[config.mk]
export PLATFORM = sky130hd
export DESIGN_NAME = cm_regfile
export DESIGN_NICKNAME = d
export VERILOG_FILES = /design/src/rtl/cm_pkg.sv /design/src/rtl/cm_setclr_reg.sv /design/src/rtl/cm_keyed_osc.sv /design/src/rtl/cm_spd_win.sv /design/src/rtl/cm_regfile.sv
export SDC_FILE = /design/constraint.sdc
export NUM_CORES = 1
export LEC_CHECK = 0
export BUFFER_PORTS_ARGS = -buffer_cell sky130_fd_sc_hd__clkbuf_2
export CORE_MARGIN = 3
export CORE_UTILIZATION = 55
export CTS_CLUSTER_SIZE = 20
export DETAILED_ROUTE_END_ITERATION = 16
export HOLD_SLACK_MARGIN = 0.08
export PLACE_DENSITY = 0.82
export SETUP_SLACK_MARGIN = 0.4
export SYNTH_ARGS = -nofsm -noshare
export SYNTH_HDL_FRONTEND = slang
export SYNTH_SLANG_ARGS = --single-unit
[constraint.sdc]
create_clock -name clk -period 8.7 [get_ports clk]
set_input_delay 0.87 -clock clk [delete_from_list [all_inputs] [get_ports clk]]
set_output_delay 0.87 -clock clk [all_outputs]
set_load 0.03 [all_outputs]
[src/rtl/cm_pkg.sv]
package cm_pkg;

  typedef logic [5:0] ridx_t;

  localparam ridx_t RX_ID       = 6'd0;
  localparam ridx_t RX_OSC      = 6'd2;
  localparam ridx_t RX_CTRL     = 6'd3;
  localparam ridx_t RX_STAT     = 6'd4;
  localparam ridx_t RX_LOCK     = 6'd5;
  localparam ridx_t RX_AUX      = 6'd7;
  localparam ridx_t RX_SDRAM    = 6'd8;
  localparam ridx_t RX_INIT     = 6'd9;
  localparam ridx_t RX_FLG_SET  = 6'd12;
  localparam ridx_t RX_FLG_CLR  = 6'd13;
  localparam ridx_t RX_NV_SET   = 6'd14;
  localparam ridx_t RX_NV_CLR   = 6'd15;
  localparam ridx_t RX_IRQ_ST   = 6'd16;
  localparam ridx_t RX_IRQ_RAW  = 6'd17;
  localparam ridx_t RX_IRQ_ENS  = 6'd18;
  localparam ridx_t RX_IRQ_ENC  = 6'd19;
  localparam ridx_t RX_SOFT_SET = 6'd20;
  localparam ridx_t RX_SOFT_CLR = 6'd21;
  localparam ridx_t RX_FIQ_ST   = 6'd24;
  localparam ridx_t RX_FIQ_RAW  = 6'd25;
  localparam ridx_t RX_FIQ_ENS  = 6'd26;
  localparam ridx_t RX_FIQ_ENC  = 6'd27;

  localparam logic [31:0] BOARD_ID   = 32'h411A3001;
  localparam logic [31:0] STAT_VAL   = 32'h00100000;
  localparam logic [31:0] OSC_INIT   = 32'h01000048;
  localparam logic [31:0] AUX_INIT   = 32'h0007FEFF;
  localparam logic [31:0] INIT_INIT  = 32'h00000112;
  localparam logic [31:0] SDRAM_BASE = 32'h00011122;
  localparam logic [15:0] UNLOCK_KEY = 16'hA05F;

  function automatic logic [31:0] sdram_size_code(input int mb);
    if (mb >= 256)     return 32'h10;
    else if (mb >= 128) return 32'h0C;
    else if (mb >= 64)  return 32'h08;
    else if (mb >= 32)  return 32'h04;
    else                return 32'h00;
  endfunction

endpackage

[src/rtl/cm_setclr_reg.sv]
module cm_setclr_reg #(
  parameter int W        = 32,
  parameter bit SOFT_CLR = 1'b0
) (
  input  logic         clk,
  input  logic         rst_ni,
  input  logic         set_en,
  input  logic         clr_en,
  input  logic         soft_clr,
  input  logic [W-1:0] wdata,
  output logic [W-1:0] q
);

  logic         soft_hit;
  logic         upd;
  logic [W-1:0] q_d;

  generate
    if (SOFT_CLR) begin : g_soft
      assign soft_hit = soft_clr;
    end else begin : g_keep
      logic unused_soft;
      assign unused_soft = soft_clr;
      assign soft_hit    = 1'b0;
    end
  endgenerate

  always_comb begin
    q_d = q;
    if (set_en)   q_d = q_d | wdata;
    if (clr_en)   q_d = q_d & ~wdata;
    if (soft_hit) q_d = '0;
  end

  assign upd = set_en | clr_en | soft_hit;

  always_ff @(posedge clk or negedge rst_ni) begin
    if (!rst_ni)  q <= '0;
    else if (upd) q <= q_d;
  end


  setclr_hold_chk: assert property (@(posedge clk) disable iff (!rst_ni)
    !$stable(q) |-> $past(set_en || clr_en || soft_hit));

endmodule

[src/rtl/cm_keyed_osc.sv]
module cm_keyed_osc #(
  parameter logic [15:0] KEY      = 16'hA05F,
  parameter logic [31:0] OSC_RST  = 32'h0,
  parameter logic [31:0] AUX_RST  = 32'h0
) (
  input  logic        clk,
  input  logic        rst_ni,
  input  logic        lock_we,
  input  logic        osc_we,
  input  logic        aux_we,
  input  logic [31:0] wdata,
  output logic        open_o,
  output logic [15:0] lock_o,
  output logic [31:0] osc_o,
  output logic [31:0] aux_o
);

  logic osc_upd, aux_upd;

  assign open_o  = (lock_o == KEY);
  assign osc_upd = osc_we & open_o;
  assign aux_upd = aux_we & open_o;

  always_ff @(posedge clk or negedge rst_ni) begin
    if (!rst_ni)      lock_o <= '0;
    else if (lock_we) lock_o <= wdata[15:0];
  end

  always_ff @(posedge clk or negedge rst_ni) begin
    if (!rst_ni)      osc_o <= OSC_RST;
    else if (osc_upd) osc_o <= wdata;
  end

  always_ff @(posedge clk or negedge rst_ni) begin
    if (!rst_ni)      aux_o <= AUX_RST;
    else if (aux_upd) aux_o <= wdata;
  end


  osc_guard_chk: assert property (@(posedge clk) disable iff (!rst_ni)
    !$stable(osc_o) |-> $past(lock_o == KEY));


  aux_guard_chk: assert property (@(posedge clk) disable iff (!rst_ni)
    !$stable(aux_o) |-> $past(lock_o == KEY));

endmodule

[src/rtl/cm_spd_win.sv]
module cm_spd_win #(
  parameter int                      IDENT_LEN = 11,
  parameter logic [8*IDENT_LEN-1:0]  IDENT     = "SDRAM-CORE1",
  parameter int                      IDENT_POS = 73
) (
  input  logic [6:0] bidx,
  output logic [7:0] byte_o
);

  int k;

  always_comb begin
    k      = int'(bidx) - IDENT_POS;
    byte_o = 8'h00;
    if (k >= 0 && k < IDENT_LEN)
      byte_o = IDENT[8*(IDENT_LEN-1-k) +: 8];
  end

endmodule

[src/rtl/cm_regfile.sv]
module cm_regfile #(
  parameter int AW     = 12,
  parameter int MEM_MB = 128
) (
  input  logic          clk,
  input  logic          rst_n,
  input  logic          bus_en,
  input  logic          bus_we,
  input  logic [AW-1:0] bus_addr,
  input  logic [31:0]   bus_wdata,
  output logic [31:0]   bus_rdata,
  output logic          sys_rst_req,
  output logic          boot_at_zero,
  output logic          led
);
  import cm_pkg::*;

  localparam logic [31:0]   SDRAM_RST = SDRAM_BASE | sdram_size_code(MEM_MB);
  localparam logic [AW-9:0] HI_SPD    = 1;

  // reset: asynchronous assert, synchronous release
  logic [1:0] rs_q;
  logic       rst_i;
  always_ff @(posedge clk or negedge rst_n) begin
    if (!rst_n) rs_q <= 2'b00;
    else        rs_q <= {rs_q[0], 1'b1};
  end
  assign rst_i = rs_q[1];

  // address decode
  ridx_t idx;
  logic  lo_reg, spd_reg, rd_en, wr_lo;
  logic  unused_lo;
  assign idx       = bus_addr[7:2];
  assign lo_reg    = (bus_addr[AW-1:8] == '0);
  assign spd_reg   = (bus_addr[AW-1:8] == HI_SPD);
  assign rd_en     = bus_en & ~bus_we;
  assign wr_lo     = bus_en & bus_we & lo_reg;
  assign unused_lo = ^bus_addr[1:0];

  logic ctrl_we, lock_we, osc_we, aux_we, sdram_we, init_we;
  logic fs_we, fc_we, ns_we, nc_we, is_we, ic_we, qs_we, qc_we, ss_we, sc_we;
  assign ctrl_we  = wr_lo && idx == RX_CTRL;
  assign lock_we  = wr_lo && idx == RX_LOCK;
  assign osc_we   = wr_lo && idx == RX_OSC;
  assign aux_we   = wr_lo && idx == RX_AUX;
  assign sdram_we = wr_lo && idx == RX_SDRAM;
  assign init_we  = wr_lo && idx == RX_INIT;
  assign fs_we    = wr_lo && idx == RX_FLG_SET;
  assign fc_we    = wr_lo && idx == RX_FLG_CLR;
  assign ns_we    = wr_lo && idx == RX_NV_SET;
  assign nc_we    = wr_lo && idx == RX_NV_CLR;
  assign is_we    = wr_lo && idx == RX_IRQ_ENS;
  assign ic_we    = wr_lo && idx == RX_IRQ_ENC;
  assign qs_we    = wr_lo && idx == RX_FIQ_ENS;
  assign qc_we    = wr_lo && idx == RX_FIQ_ENC;
  assign ss_we    = wr_lo && idx == RX_SOFT_SET && bus_wdata[0];
  assign sc_we    = wr_lo && idx == RX_SOFT_CLR && bus_wdata[0];

  // control word, reset request pulse
  logic led_q, remap_q, req_q;
  logic led_d, remap_d, req_d;
  logic rst_hit;
  assign rst_hit = ctrl_we & bus_wdata[3];

  always_comb begin
    led_d   = led_q;
    remap_d = remap_q;
    if (ctrl_we) begin
      led_d   = bus_wdata[0];
      remap_d = bus_wdata[2];
    end
    req_d = rst_hit;
  end

  always_ff @(posedge clk or negedge rst_i) begin
    if (!rst_i) begin
      led_q   <= 1'b0;
      remap_q <= 1'b0;
      req_q   <= 1'b0;
    end else begin
      req_q <= req_d;
      if (ctrl_we) begin
        led_q   <= led_d;
        remap_q <= remap_d;
      end
    end
  end

  assign sys_rst_req  = req_q;
  assign boot_at_zero = ~remap_q;
  assign led          = led_q;

  // plain words and soft interrupt level
  logic [31:0] sdram_q, init_q;
  logic        soft_q, soft_d;

  always_comb begin
    soft_d = soft_q;
    if (ss_we) soft_d = 1'b1;
    if (sc_we) soft_d = 1'b0;
  end

  always_ff @(posedge clk or negedge rst_i) begin
    if (!rst_i) begin
      sdram_q <= SDRAM_RST;
      init_q  <= INIT_INIT;
      soft_q  <= 1'b0;
    end else begin
      if (sdram_we)       sdram_q <= bus_wdata;
      if (init_we)        init_q  <= bus_wdata;
      if (ss_we || sc_we) soft_q  <= soft_d;
    end
  end

  // keyed clock settings
  logic        lock_open;
  logic [15:0] lock_q;
  logic [31:0] osc_q, aux_q;

  cm_keyed_osc #(
    .KEY(UNLOCK_KEY), .OSC_RST(OSC_INIT), .AUX_RST(AUX_INIT)
  ) u_osc (
    .clk(clk), .rst_ni(rst_i),
    .lock_we(lock_we), .osc_we(osc_we), .aux_we(aux_we),
    .wdata(bus_wdata),
    .open_o(lock_open), .lock_o(lock_q), .osc_o(osc_q), .aux_o(aux_q)
  );

  // set/clear words
  logic [31:0] flags_q, nv_q, ien_q, fen_q;

  cm_setclr_reg #(.W(32), .SOFT_CLR(1'b1)) u_flags (
    .clk(clk), .rst_ni(rst_i), .set_en(fs_we), .clr_en(fc_we),
    .soft_clr(rst_hit), .wdata(bus_wdata), .q(flags_q));

  cm_setclr_reg #(.W(32), .SOFT_CLR(1'b0)) u_nvflags (
    .clk(clk), .rst_ni(rst_i), .set_en(ns_we), .clr_en(nc_we),
    .soft_clr(rst_hit), .wdata(bus_wdata), .q(nv_q));

  cm_setclr_reg #(.W(32), .SOFT_CLR(1'b0)) u_irq_en (
    .clk(clk), .rst_ni(rst_i), .set_en(is_we), .clr_en(ic_we),
    .soft_clr(1'b0), .wdata(bus_wdata), .q(ien_q));

  cm_setclr_reg #(.W(32), .SOFT_CLR(1'b0)) u_fiq_en (
    .clk(clk), .rst_ni(rst_i), .set_en(qs_we), .clr_en(qc_we),
    .soft_clr(1'b0), .wdata(bus_wdata), .q(fen_q));

  // presence-detect window
  logic [7:0] spd_byte;
  cm_spd_win u_spd (.bidx(bus_addr[8:2]), .byte_o(spd_byte));

  // read mux
  logic [31:0] raw_lvl, lo_rd;
  assign raw_lvl = {31'b0, soft_q};

  always_comb begin
    lo_rd = '0;
    case (idx)
      RX_ID:       lo_rd = BOARD_ID;
      RX_OSC:      lo_rd = osc_q;
      RX_CTRL:     lo_rd = {29'b0, remap_q, 1'b0, led_q};
      RX_STAT:     lo_rd = STAT_VAL;
      RX_LOCK:     lo_rd = {15'b0, lock_open, lock_q};
      RX_AUX:      lo_rd = aux_q;
      RX_SDRAM:    lo_rd = sdram_q;
      RX_INIT:     lo_rd = init_q;
      RX_FLG_SET:  lo_rd = flags_q;
      RX_NV_SET:   lo_rd = nv_q;
      RX_IRQ_ST:   lo_rd = raw_lvl & ien_q;
      RX_IRQ_RAW:  lo_rd = raw_lvl;
      RX_IRQ_ENS:  lo_rd = ien_q;
      RX_SOFT_SET: lo_rd = raw_lvl;
      RX_FIQ_ST:   lo_rd = raw_lvl & fen_q;
      RX_FIQ_RAW:  lo_rd = raw_lvl;
      RX_FIQ_ENS:  lo_rd = fen_q;
      default:     lo_rd = '0;
    endcase
  end

  always_comb begin
    bus_rdata = '0;
    if (rd_en) begin
      if (lo_reg)                      bus_rdata = lo_rd;
      else if (spd_reg && !bus_addr[7]) bus_rdata = {24'b0, spd_byte};
    end
  end


  rst_pulse_chk: assert property (@(posedge clk) disable iff (!rst_i)
    sys_rst_req |=> !sys_rst_req);


  rst_cause_chk: assert property (@(posedge clk) disable iff (!rst_i)
    sys_rst_req |-> $past(ctrl_we && bus_wdata[3]));


  remap_cause_chk: assert property (@(posedge clk) disable iff (!rst_i)
    !$stable(boot_at_zero) |-> $past(ctrl_we));


  lock_status_chk: assert property (@(posedge clk) disable iff (!rst_i)
    (rd_en && lo_reg && idx == RX_LOCK) |-> (bus_rdata[16] == (lock_q == UNLOCK_KEY)));


  high_zero_chk: assert property (@(posedge clk) disable iff (!rst_i)
    (rd_en && !lo_reg && !spd_reg) |-> (bus_rdata == 32'h0));

endmodule

==> results by group, run 1 <==
Cells and area
  – Final instance area: 14,400 um^2
  – Non-Filler Instances: 1,484
  – P&R area growth vs syn: 10.9%
  – NumNets Final: 1,203
  – Share of cells above drive strength 1: 0.286
  – Antenna cells: 0

Synthesis
  – EDFF count, synth: 0
  – Synth area leader: dfrtp_1
  – Cells after synthesis: 1,148
  – Synth unique cells: 69
  – Synthesized flop and latch total: 278
  – Ys Warns: 0
  – Seq/Total Area, Yosys: 0.540
  – Mapped Area: 13,000 um^2
  – Top post-synthesis cells by area: dfrtp_1 (48%), mux2_2 (12%), a21oi_1 (9.8%), dfstp_2 (6.3%), a22oi_1 (3.1%)
  – Most common cell in the synthesized netlist: a21oi_1
  – Top post-synthesis cells by count: a21oi_1 (255), dfrtp_1 (247), mux2_2 (136)
  – Syn avg cell area: 11.3 um^2
  – Fraction of registers with async set/reset: 1.00
  – Mapped Nets: 1,202
  – Area share of the largest cell type after synthesis: 0.477
  – Top_reg_cell synth: dfrtp_1

STA
  – Fmax: 206 MHz
  – Hold violation count in the final report: 0
  – Final setup TNS: 0 ps
  – Fin Clk Skew: 15.3 ps
  – Final slew viol count: 0
  – Final min period: 4850 ps
  – Worst-Margin Slew: 1120 ps
  – Rel. slew slack: 0.256
  – RSZ-0062 raised after global routing: no
  – Final Cycle Share: 0.558
  – Setup-failing EPs final: 0

Setup path
  – CP Launch Type: primary input
  – Crit-path max FO: 32
  – CP arrival: 3980 ps
  – Top cell by count, worst path: clkbuf_2
  – WP data required: 7830 ps
  – Worst Reg-to-Reg Cells: 5
  – CP max stage delay: 670 ps
  – Slowest library cell on the worst path: and2_1
  – Worst reg2reg startpoint: u_osc.lock_o[10]$_DFFE_PN0P_
  – Worst R2R Setup Slack: 5840 ps
  – Cell Chain, Critical Path: clkbuf_2, nor4_2, and2_1, buf_4, a22oi_1, nand4_1, a2111oi_0, a311oi_1, clkbuf_2
  – CP endpoint kind: output port
  – Critical path type: primary input to output port
  – RR Endpoint: u_osc.osc_o[13]$_DFFE_PN0P_

Clocking
  – CTS Buf Count: 28
  – Root buffer cell: clkbuf_16
  – Max clock buf depth: 3
  – CTS hold repair buffers: 0
  – CTS tree: yes
  – Post-CTS Setup Inserts: 0
  – Max H-tree Level: 1
  – Total clock sinks: 278
  – Worst-skew pair later-pin latency: 550 ps
  – Clock Pin Slew Worst Setup and Hold Paths: 50 ps
  – Post-CTS Resized: 0

Global routing
  – GR Overflow Total: 0
  – First-pass GRT wire length: 56,700 um
  – Largest net degree at the start of global routing: 86
  – Total GRT Usage: 0.277
  – Initial antenna violation count: 0
  – Vias in the first global route: 10,100

Die
  – Die height: 160 um
  – FP Rows: 55
  – Die width: 160 um
  – I/O pin cnt: 83
  – Die area: 25,500 um^2
  – Initial Util: 0.566
  – Core ar.: 22,900 um^2

Detailed routing
  – Vias per cell: 6.81
  – Antenna-violating nets left: 0
  – Post-route DRC: 0
  – Via count: 10,100
  – Pre-antenna DRT Iters: 6
  – Starting DRC count in detailed routing: 1,095
  – WL/cell: 24.4 um
  – Total wire length: 36,200 um

Worst hold path
  – Min-delay worst type: primary input to asynchronous set/reset pin

Pwr
  – Peak VDD IR: 0.153 mV
  – LEAKAGE: 0.00651 uW
  – Power per cell area: 189 nW/um^2

Flow run
  – Max Cap Violations: 0

Place
  – DPL Wire Length: 20,100 um
  – DP Area: 13,400 um^2
  – Port bufs: 80
  – Cell count after placement: 1,432
  – Routability congestion estimate: 0.840

Run status
  – Status: finished clean
## worst max path at each step
stage / from / end / slack [ps] / cells after the start
2_1_floorplan: rs_q[1]$_DFF_PN0_ / asynchronous set/reset pin / 430 / 0
3_3_place_gp: bus_addr[4] / bus_rdata[0] / 3940 / 9
3_5_place_dp: bus_addr[4] / bus_rdata[0] / 3970 / 9
4_1_cts: bus_addr[4] / bus_rdata[0] / 3970 / 9
5_1_grt: bus_addr[4] / bus_rdata[0] / 3810 / 9
6_report: bus_addr[4] / bus_rdata[0] / 3850 / 9
## per-layer routing
layer	GRT usage	up-vias	routed length, um
li1	-	4328	-
met1	0.385	5095	14700
met2	0.440	578	17000
met3	0.0497	99	3430
met4	0.100	0	1060
met5	0	-	0
## cells in the final DEF, fill, tap and decap left out, types with 4 or more instances in the layout
cell type and instances:
a211oi_1 33, a21oi_1 255, a221oi_1 29, a222oi_1 14, a22o_1 24, a22oi_1 54, a31oi_1 19, and2_1 7
and3_1 12, buf_4 21, bufinv_16 4, clkbuf_1 8, clkbuf_16 29, clkbuf_2 80, clkbuf_8 8, dfrtp_1 246
dfstp_2 31, ha_1 6, inv_1 7, mux2_1 9, mux2_2 136, nand2_1 22, nand2b_1 4, nand3_1 8
nand4_1 4, nor2_1 12, nor2b_1 4, nor3_1 7, o21ai_0 9
## logic make-up after synthesis
group                    Yosys count  synth area share
multiplexers                     146             0.127
AO/OA/AOI/OAI                    462             0.226
other                              1          0.000289
buffers and inverters            137            0.0475
flip-flops                       278             0.540
adder cells (fa/ha/maj)            6           0.00579
XOR/XNOR                           4           0.00270
AND/OR/NAND/NOR                  114            0.0515
## stage by stage
| stage | setup slack [ps] | total power (uW) | hold slack [ps] | util |
|---|---|---|---|---|
| after global placement | 3940 | 1450 | 337 | 0.583 |
| final | 3850 | 2720 | 108 | 0.627 |
| after global routing | 3810 | 2800 | 93.3 | 0.627 |
| after floorplan | 433 | 1410 | 331 | - |
| after CTS | 3970 | 2730 | 95.5 | 0.627 |
| after detailed placement | 3970 | 1450 | 340 | 0.583 |
## power by group
group          switching [uW]  internal, uW
Clock                     496           796
Sequential               11.2          1300
Combinational            84.4          30.2
Total                     591          2130
## final cells by class
cell class              instances  area, um^2
multi-input cells             733        5390
inverters                       7        26.3
clock inverters                 7         138
well taps                     313         392
clock buffers                  45         866
fillers                      1737        8540
flip-flops and latches        278        7000
repair buffers                101         558
## worst max-delay path, delay by kind of cell
kind            cells  cell delay, ps
simple gates        3            1390
compound gates      3             580
buf+inv             3            1110
Power figures use the tool's default switching activity.
==> run 2: changes to the inputs <==
CORE_UTILIZATION = 60   (was 55)
PLACE_DENSITY = 0.85   (was 0.82)
clock period = 4.85 ns   (was 8.7 ns; I/O delays follow)
==> results by group, run 2 (synthesized netlist as in run 1, its figures left out) <==
Place
  – DPL Wire Length: 20,700 um (+3.0%)
  – Routability congestion estimate: 0.850 (+1.3%)
  – Port bufs: 80 (unchanged)
  – DP Area: 13,400 um^2 (+0.41%)

Setup path
  – CP endpoint kind: output port
  – Worst R2R Setup Slack: 1990 ps (-3850 ps)
  – Critical path type: primary input to output port
  – Crit-path max FO: 32 (unchanged)
  – CP arrival: 3390 ps (-590 ps)
  – WP data required: 4370 ps (-3460 ps)
  – Worst Reg-to-Reg Cells: 6 (+1)
  – Worst reg2reg startpoint: u_osc.lock_o[10]$_DFFE_PN0P_
  – CP Launch Type: primary input
  – Crit path from: bus_addr[4]

STA
  – Final min period: 3870 ps
  – Setup-failing EPs final: 0 (unchanged)
  – Fmax: 258 MHz
  – Final setup TNS: 0 ps (unchanged)
  – RSZ-0062 raised after global routing: no
  – Final Cycle Share: 0.799
  – Final slew viol count: 0 (unchanged)
  – Rel. slew slack: 0.260 (+0.00400)
  – Worst-Margin Slew: 1110 ps (-6.00 ps)
  – Fin Clk Skew: 15.8 ps (+0.451 ps)
  – Hold violation count in the final report: 0 (unchanged)

Clocking
  – Clock Pin Slew Worst Setup and Hold Paths: 50 ps (about the same)
  – Max H-tree Level: 1 (unchanged)
  – CTS tree: yes
  – Root buffer cell: clkbuf_16
  – Worst-skew pair later-pin latency: 550 ps (about the same)
  – Max clock buf depth: 3 (unchanged)
  – CTS Buf Count: 28 (unchanged)
  – Post-CTS Resized: 0 (unchanged)
  – Total clock sinks: 278 (unchanged)

Pwr
  – Switching Share: 0.230 (+0.0130)
  – Sequential Power Share: 0.495 (+0.012)
  – Power per cell area: 330 nW/um^2 (+75%)
  – Pint: 3660 uW (+72%)
  – Psw: 1090 uW (+85%)
  – Combinational share of power: 0.045 (+0.003)
  – Peak VDD IR: 0.328 mV (+110%)
  – Clock power share: 0.460 (-0.015)
  – LEAKAGE: 0.00655 uW (+0.65%)

Cells and area
  – Most frequent cells in the layout: a21oi_1 (255), dfrtp_1 (246), mux2_2 (136)
  – NumNets Final: 1,211 (+0.67%)
  – Final instance area: 14,400 um^2 (about the same)
  – Antenna cells: 0 (unchanged)
  – P&R area growth vs syn: 10.9% (about the same)
  – Commonest non-fill, non-tap cell in the layout: a21oi_1
  – Core Util, Final: 0.680 (+0.0527)
  – Share of cells above drive strength 1: 0.295 (+0.00909)
  – # fillers: 1,480 (-15%)

Global routing
  – Largest net degree at the start of global routing: 180 (+110%)
  – First-pass GRT wire length: 57,200 um (+0.80%)
  – Initial antenna violation count: 0 (unchanged)
  – Vias in the first global route: 10,600 (+4.4%)
  – Total GRT Usage: 0.302 (+0.0251)
  – GR Overflow Total: 0 (unchanged)

Die
  – I/O pin cnt: 83 (unchanged)
  – Initial Util: 0.613 (+0.0471)
  – Die area: 23,400 um^2 (-8.0%)
  – FP Rows: 53 (-3.6%)
  – Die height: 153 um (-4.1%)
  – Core ar.: 21,200 um^2 (-7.7%)
  – Die width: 153 um (-4.1%)

Run status
  – Status: finished clean

Detailed routing
  – Post-route DRC: 0 (unchanged)
  – Total wire length: 36,600 um (+1.1%)
  – Antenna-violating nets left: 0 (unchanged)
  – Pre-antenna DRT Iters: 5 (-1)
  – WL/cell: 25.1 um (+3.2%)
  – Via count: 10,400 (+2.5%)
  – Starting DRC count in detailed routing: 1,467 (+34%)
  – Vias per cell: 7.12 (+4.6%)

Worst hold path
  – Min-delay worst type: primary input to asynchronous set/reset pin

Flow run
  – Max Cap Violations: 0 (unchanged)
-- run 2: changes by cell type in the layout (fill, tap and decap cells not counted), sizes merged --
| cell | before | now |
|---|---|---|
| buf | 21 | 28 |
| bufinv | 4 | 1 |
| clkbuf | 125 | 120 |
| dlygate4sd3 | 0 | 1 |
| clkinv | 2 | 10 |
-- run 2: path summary, 6_finish.rpt --
kind | endpoint
worst max-delay path | bus_rdata[20]
worst min-delay path | rs_q[1]$_DFF_PN0_
worst max register to register | u_osc.aux_o[8]$_DFFE_PN0P_
worst min register to register | asynchronous set/reset pin
max in group asynchronous | init_q[23]$_DFFE_PN0P_
min in group clk | flop
-- run 2: power by group through the flow --
stage	clock network, uW	registers (uW)	logic [uW]
detailed placement	0	2390	207
global route	2280	2350	236
floorplan	0	2420	114
finish	2190	2350	213
global placement	0	2390	202
CTS	2190	2350	210
-- run 2: metrics by stage --
step / worst slack, ps / hold slack (ps) / total power (uW) / instances
finish: 976 / 258 / 4750 / 1454
CTS: 1060 / 253 / 4750 / 1454
floorplan: 1090 / 189 / 2530 / 1148
global placement: 1090 / 273 / 2590 / 1401
detailed placement: 1080 / 275 / 2600 / 1401
global route: 801 / 287 / 4870 / 1454
-- run 2: repair_timing --
item                      CTS  global route
hold buffers                1             0
hold endpoints to repair    2             0
setup buffers               0             0
-- run 2: critical path, stage by stage --
cell	delay [ps]
clkbuf_2	380
nor4_2	520
and2_1	610
buf_4	320
buf_4	290
a22oi_1	170
a31oi_1	310
clkbuf_2	270
-- run 2: area by class of cell --
cell class | count | area, um^2 | share of cell area
inverters | 7 | 26.3 | 0.00183
flip-flops and latches | 278 | 7000 | 0.487
clock buffers | 40 | 846 | 0.0588
multi-input cells | 733 | 5390 | 0.375
well taps | 275 | 344 | 0.0239
repair buffers | 109 | 671 | 0.0466
clock inverters | 12 | 103 | 0.00713
-- run 2: per-layer routing --
layer  GRT usage  routed length (um)  up-vias
met4       0.136                1550        0
li1            -                   -     4339
met2       0.484               17100      688
met5           0                   0        -
met1       0.401               14000     5178
met3      0.0640                3890      149
